--- config.mk ---
export PLATFORM = sky130hd
export DESIGN_NAME = pcNextUnit
export DESIGN_NICKNAME = d
export VERILOG_FILES = /design/src/rtl/pcNextPkg.sv /design/src/rtl/pcNextCtrl.sv /design/src/rtl/pcNextPath.sv /design/src/rtl/pcNextUnit.sv
export SDC_FILE = /design/constraint.sdc
export NUM_CORES = 1
export LEC_CHECK = 0
export CORE_ASPECT_RATIO = 0.7
export CORE_MARGIN = 8
export CORE_UTILIZATION = 45
export CTS_BUF_LIST = sky130_fd_sc_hd__clkbuf_8
export CTS_CLUSTER_DIAMETER = 80
export DETAILED_ROUTE_END_ITERATION = 6
export PLACE_DENSITY = 0.76
export SLEW_MARGIN = 20
export SYNTH_ARGS = -nofsm -noshare
export SYNTH_HDL_FRONTEND = slang
export SYNTH_SLANG_ARGS = --single-unit
--- constraint.sdc ---
create_clock -name clk -period 5.1 [get_ports clk]
set_input_delay 0.765 -clock clk [delete_from_list [all_inputs] [get_ports clk]]
set_output_delay 0.765 -clock clk [all_outputs]
set_load 0.02 [all_outputs]
--- src/rtl/pcNextPkg.sv ---
package pcNextPkg;

  typedef enum logic [2:0] {
    JK_SEQ      = 3'd0,
    JK_REL      = 3'd1,
    JK_PAGE     = 3'd2,
    JK_LONG     = 3'd3,
    JK_IDX_DATA = 3'd4,
    JK_IDX_PC   = 3'd5,
    JK_RSV6     = 3'd6,
    JK_RSV7     = 3'd7
  } jumpKindE;

  // Strobes from control to datapath
  typedef struct packed {
    logic loadPc;
    logic selSeq;
    logic selRel;
    logic selPage;
    logic selLong;
    logic selIdx;
    logic idxFromPc;
    logic offFromLast;
  } pcStrobesT;

endpackage

--- src/rtl/pcNextCtrl.sv ---
module pcNextCtrl
  import pcNextPkg::*;
#(
  parameter int LEN_W  = 2,
  parameter int KIND_W = 3
) (
  input  logic              clk,
  input  logic              rst,
  input  logic              advance,
  input  logic              take,
  input  logic [KIND_W-1:0] jumpKind,
  input  logic [LEN_W-1:0]  instrLen,
  output pcStrobesT         strobes
);

  localparam logic [LEN_W-1:0] LAST_IS_B = LEN_W'(3);

  jumpKindE kind;
  logic     branchTaken;

  assign kind = jumpKindE'(jumpKind);

  always_comb begin
    branchTaken = take;
    unique case (kind)
      JK_SEQ, JK_RSV6, JK_RSV7: branchTaken = 1'b0;
      default:                  branchTaken = take;
    endcase
  end

  always_comb begin
    strobes             = '0;
    strobes.loadPc      = advance;
    strobes.offFromLast = (instrLen == LAST_IS_B);
    strobes.idxFromPc   = (kind == JK_IDX_PC);
    if (!branchTaken) begin
      strobes.selSeq = 1'b1;
    end else begin
      unique case (kind)
        JK_REL:               strobes.selRel  = 1'b1;
        JK_PAGE:              strobes.selPage = 1'b1;
        JK_LONG:              strobes.selLong = 1'b1;
        JK_IDX_DATA, JK_IDX_PC: strobes.selIdx = 1'b1;
        default:              strobes.selSeq  = 1'b1;
      endcase
    end
  end


  reserved_seq_chk: assert property (@(posedge clk) disable iff (rst)
    (jumpKind >= KIND_W'(6)) |-> strobes.selSeq);


  untaken_seq_chk: assert property (@(posedge clk) disable iff (rst)
    !take |-> (strobes.selSeq && !strobes.selRel && !strobes.selLong));

endmodule

--- src/rtl/pcNextPath.sv ---
module pcNextPath
  import pcNextPkg::*;
#(
  parameter int ADDR_W    = 16,
  parameter int DATA_W    = 8,
  parameter int PAGE_BITS = 11,
  parameter int LEN_W     = 2
) (
  input  logic                          clk,
  input  logic                          rst,
  input  pcStrobesT                     strobes,
  input  logic [LEN_W-1:0]              instrLen,
  input  logic [DATA_W-1:0]             opByteA,
  input  logic [DATA_W-1:0]             opByteB,
  input  logic [PAGE_BITS-DATA_W-1:0]   pageBits,
  input  logic [DATA_W-1:0]             accum,
  input  logic [ADDR_W-1:0]             dataPtr,
  output logic [ADDR_W-1:0]             pcOut,
  output logic [ADDR_W-1:0]             nextPc
);

  localparam int KEEP_W = ADDR_W - PAGE_BITS;
  localparam int EXT_W  = ADDR_W - DATA_W;
  localparam logic [ADDR_W-1:0] PC_RESET = '0;

  logic [ADDR_W-1:0] pcReg;
  logic [ADDR_W-1:0] seqPc;
  logic [ADDR_W-1:0] relTarget;
  logic [ADDR_W-1:0] pageTarget;
  logic [ADDR_W-1:0] longTarget;
  logic [ADDR_W-1:0] idxBase;
  logic [ADDR_W-1:0] idxTarget;
  logic [DATA_W-1:0] relOffset;

  // Advanced PC: every target is built on it
  assign seqPc = pcReg + {{(ADDR_W-LEN_W){1'b0}}, instrLen};

  assign relOffset = strobes.offFromLast ? opByteB : opByteA;
  assign relTarget = seqPc + {{EXT_W{relOffset[DATA_W-1]}}, relOffset};

  assign pageTarget = {seqPc[ADDR_W-1:PAGE_BITS], pageBits, opByteA};

  assign longTarget = ADDR_W'({opByteA, opByteB});

  assign idxBase   = strobes.idxFromPc ? seqPc : dataPtr;
  assign idxTarget = idxBase + {{EXT_W{1'b0}}, accum};

  always_comb begin
    nextPc = seqPc;
    if (strobes.selRel)  nextPc = relTarget;
    if (strobes.selPage) nextPc = pageTarget;
    if (strobes.selLong) nextPc = longTarget;
    if (strobes.selIdx)  nextPc = idxTarget;
  end

  always_ff @(posedge clk) begin
    if (rst)                 pcReg <= PC_RESET;
    else if (strobes.loadPc) pcReg <= nextPc;
  end

  assign pcOut = pcReg;


  reset_pc_chk: assert property (@(posedge clk)
    rst |=> (pcOut == PC_RESET));


  hold_pc_chk: assert property (@(posedge clk) disable iff (rst)
    !strobes.loadPc |=> $stable(pcOut));


  load_pc_chk: assert property (@(posedge clk) disable iff (rst)
    strobes.loadPc |=> (pcOut == $past(nextPc)));


  one_select_chk: assert property (@(posedge clk) disable iff (rst)
    $onehot({strobes.selSeq, strobes.selRel, strobes.selPage,
             strobes.selLong, strobes.selIdx}));


  page_keep_chk: assert property (@(posedge clk) disable iff (rst)
    strobes.selPage |-> (nextPc[ADDR_W-1:PAGE_BITS] == seqPc[ADDR_W-1:PAGE_BITS]));


  seq_step_chk: assert property (@(posedge clk) disable iff (rst)
    strobes.selSeq |-> ((nextPc - pcOut) == {{(ADDR_W-LEN_W){1'b0}}, instrLen}));

endmodule

--- src/rtl/pcNextUnit.sv ---
module pcNextUnit
  import pcNextPkg::*;
#(
  parameter int ADDR_W    = 16,
  parameter int DATA_W    = 8,
  parameter int PAGE_BITS = 11,
  parameter int LEN_W     = 2,
  parameter int KIND_W    = 3
) (
  input  logic                        clk,
  input  logic                        rst,
  input  logic                        advance,
  input  logic [LEN_W-1:0]            instrLen,
  input  logic [KIND_W-1:0]           jumpKind,
  input  logic                        take,
  input  logic [DATA_W-1:0]           opByteA,
  input  logic [DATA_W-1:0]           opByteB,
  input  logic [PAGE_BITS-DATA_W-1:0] pageBits,
  input  logic [DATA_W-1:0]           accum,
  input  logic [ADDR_W-1:0]           dataPtr,
  output logic [ADDR_W-1:0]           pcOut,
  output logic [ADDR_W-1:0]           nextPc
);

  pcStrobesT strobes;

  pcNextCtrl #(
    .LEN_W  (LEN_W),
    .KIND_W (KIND_W)
  ) ctrl (
    .clk      (clk),
    .rst      (rst),
    .advance  (advance),
    .take     (take),
    .jumpKind (jumpKind),
    .instrLen (instrLen),
    .strobes  (strobes)
  );

  pcNextPath #(
    .ADDR_W    (ADDR_W),
    .DATA_W    (DATA_W),
    .PAGE_BITS (PAGE_BITS),
    .LEN_W     (LEN_W)
  ) path (
    .clk      (clk),
    .rst      (rst),
    .strobes  (strobes),
    .instrLen (instrLen),
    .opByteA  (opByteA),
    .opByteB  (opByteB),
    .pageBits (pageBits),
    .accum    (accum),
    .dataPtr  (dataPtr),
    .pcOut    (pcOut),
    .nextPc   (nextPc)
  );

endmodule

==> qor.yml <==
outcome:
  status: "complete, no violations"
power:
  power_uw: 904
  power_density_nw_per_um2: 176
  vdd.ir_drop.worst_mv: 0.132
  leakage_nw: 2.30
worst_setup_path:
  cp-start-kind: "primary input"
  slowest_delay_ns: 0.56
  cp.buffers_inverters: 4
  worstPathRequired_ns: 4.34
  crit_family: "compound AO/OA/AOI/OAI gates"
  arrival_ns: 4.27
  slowest_stage: "clkdlybuf4s50_1"
  cpMostUsedCell: "a21oi_1"
  crit_path_end_kind: "output port"
  crit_type: "primary input to output port"
  cp_max_fo: 4
  path_cells: "dlygate4sd2_1 > ha_2 > fa_2 > buf_4 > xnor2_2 > inv_1 > ha_1 > o21ai_0 > o21bai_1 > a21oi_1 > xnor2_1 > a211oi_1 > a2bb2oi_1 > a21oi_1 > clkdlybuf4s50_1"
timing:
  clock_skew_ns: 0.00486
  fin_crit_ns: 5.03
  setup-violations-final: 0
  slew_headroom: 0.549
  finalSetupTns_ns: 0
  tightest_slew_ns: 0.674
  finalCritPeriodShare: 0.987
  fmax_mhz: 199
  hold_violations: 0
  maxSlewViolCount: 0
  grt_setup_unrepaired: "true"
clock_tree:
  cts_hold_buf: 0
  cts_buffer_depth: 2
  htreeDepth: 1
  cts_tree: "yes"
  clock_latency_ns: 0.26
  cts_inserted_buffers: 3
  root_buffer: "clkbuf_8"
  clk_pin_slew_ns: 0.07
  cts.sinks: 16
synth:
  syn_avg_cell_area_um2: 7.08
  synth_commonest_cells: "51 x nand2_1, 44 x nor2_1, 30 x a21oi_1"
  ys_seq_elements: 16
  synth-warning-count: 0
  synth_top_area_cell: "dfxtp_1"
  netlist_instances: 430
  ys_types: 61
  post-synth-top-count-cell: "nand2_1"
  syn_nets: 510
  netlist_top_cells_area: "dfxtp_1 11%, ha_1 10%, nand2_1 6.3%, xnor2_1 5.8%, nor2_1 5.4%"
  yosys.area.top_type_share: 0.105
  async_reset_ff_frac: 0
  netlist_area_um2: 3040
  synth_seq_area_share: 0.105
  synth-main-ff-cell: "dfxtp_1"
  synth_enable_flop_cells: 0
floorplan:
  initial_core_util: 0.457
  die_w_um: 114
  chipHeight_um: 84.8
  core_um2: 6660
  dieArea_um2: 9690
  rows: 25
  num_io_pins: 84
final_layout:
  num-nets-final: 715
  largest_reg_flops: 16
  final_layout_size_suffix_gt1_frac: 0.319
  area_growth_pct: 69.1
  num_antenna_cells: 0
  finalNonFillerCells: 728
global_routing:
  overflow: 0
  grt_max_degree: 15
  grt_pass1_wl_um: 21300
  antenna_found_initial: 0
  grt.total_usage: 0.272
  grt_pass1_vias: 4278
detailed_routing:
  drtIter0Drc: 296
  drc: 0
  drt_wl_total_um: 13700
  firstDrtPassIters: 4
  post_drt_wl_per_cell_um: 18.9
  via_per_inst: 5.81
  vias: 4229
  final_antenna_net_count: 0
placement:
  dp.cells: 717
  port_buffers: 83
  dpl.hpwl_um: 11100
  place_congestion: 0.988
hold_path:
  hold_path.class: "flip-flop to flip-flop"
job:
  maxCapViolations: 0
-- kinds of logic after synthesis --
logic type	share of synthesized area
fa+ha+maj	0.122
compound gates	0.339
buf+inv	0.0464
simple gates	0.253
flops	0.105
mux	0.0592
xor+xnor	0.0748
-- cell usage in the layout, fill, tap and decap left out, types with 3 or more instances in the layout --
cell type        Yosys  final
buf_4                0    136
clkdlybuf4s50_1      0     70
nand2_1             51     49
nor2_1              44     43
a21oi_1             30     26
ha_1                25     22
o21ai_0             28     21
inv_1               19     19
xnor2_1             20     19
dfxtp_1             16     16
nand3_1             11     10
a211oi_1            14     10
o211ai_1             9      9
nand4_1              9      9
mux2i_1              9      9
mux2_2               8      8
nand2b_1             7      7
o32ai_1              7      7
xor2_1               6      6
o22ai_1              6      6
a21o_1               5      5
o21a_1               5      5
or3_1                6      5
o21ai_2              0      5
nor2b_1              4      4
o21ai_1              2      4
a211oi_2             0      4
a21oi_2              0      4
a31oi_1              4      4
clkbuf_8             0      4
dlygate4sd2_1        0      4
o31a_1               3      3
o211a_1              3      3
a31oi_2              3      3
o31ai_1              5      3
or2_2                3      3
clkbuf_2             0      3
-- cell type report --
| type | count | area, um^2 |
|---|---|---|
| clock buffers | 4 | 55.1 |
| inverters | 20 | 75.1 |
| multi-input cells | 377 | 2770 |
| flip-flops and latches | 16 | 320 |
| repair buffers | 217 | 1810 |
| fillers | 538 | 1520 |
| well taps | 94 | 118 |
-- metal layers --
metal  GRT usage  part of all wire  vias up
li1            -                 -     2031
met1       0.337              0.42     1948
met2       0.437              0.45      212
met3      0.0850              0.10       38
met4      0.0915             0.030        0
met5           0                 0        -
-- final timing paths --
| kind | from | to | slack [ns] | depth (start not counted) |
|---|---|---|---|---|
| setup / recovery | instrLen[0] | nextPc[5] | 0.07 | 15 |
| hold / removal | path.pcOut[15] | path.pcOut[15] | 0.53 | 2 |
| setup reg to reg | path.pcOut[0] | path.pcOut[14] | 1.41 | 16 |
| hold reg to reg | path.pcOut[15] | path.pcOut[15] | 0.53 | 2 |
-- repair_timing --
action,4_1_cts,5_1_grt
endpoints found under the setup margin,12,11
endpoints found under the hold margin,0,0
setup buffers,6,1
gates cloned,0,0
resized for setup,50,34
pin swaps,12,9
-- stage by stage --
| stage | worst slack (ns) | utilization | hold WS (ns) | area, um^2 |
|---|---|---|---|---|
| finish | 0.0680 | 0.772 | 0.527 | 5150 |
| global route | -0.0883 | 0.772 | 0.546 | 5150 |
| CTS | 0.0159 | 0.761 | 0.518 | 5070 |
| detailed placement | -0.781 | 0.733 | 0.508 | 4890 |
| global placement | -0.588 | 0.733 | 0.513 | 4890 |
| floorplan | 0.643 | - | 0.584 | 3040 |
-- report_power, final --
part | switching, mW | internal [mW]
clock | 0.0489 | 0.0687
sequential | 0.0187 | 0.135
combinational | 0.309 | 0.324
-- worst register-to-register path, cell delays in order, from the launching register on --
cell	delay (ns)
dfxtp_1	0.36
ha_2	0.21
fa_2	0.24
nand4_1	0.15
buf_4	0.21
or4_4	0.44
nand2_4	0.10
ha_4	0.22
a21o_1	0.17
a21oi_2	0.16
nor2_1	0.06
a211o_1	0.27
a31o_2	0.24
a2111o_1	0.44
o21ai_2	0.08
buf_4	0.13
o32ai_1	0.07
(Power assumes the default switching activity.)
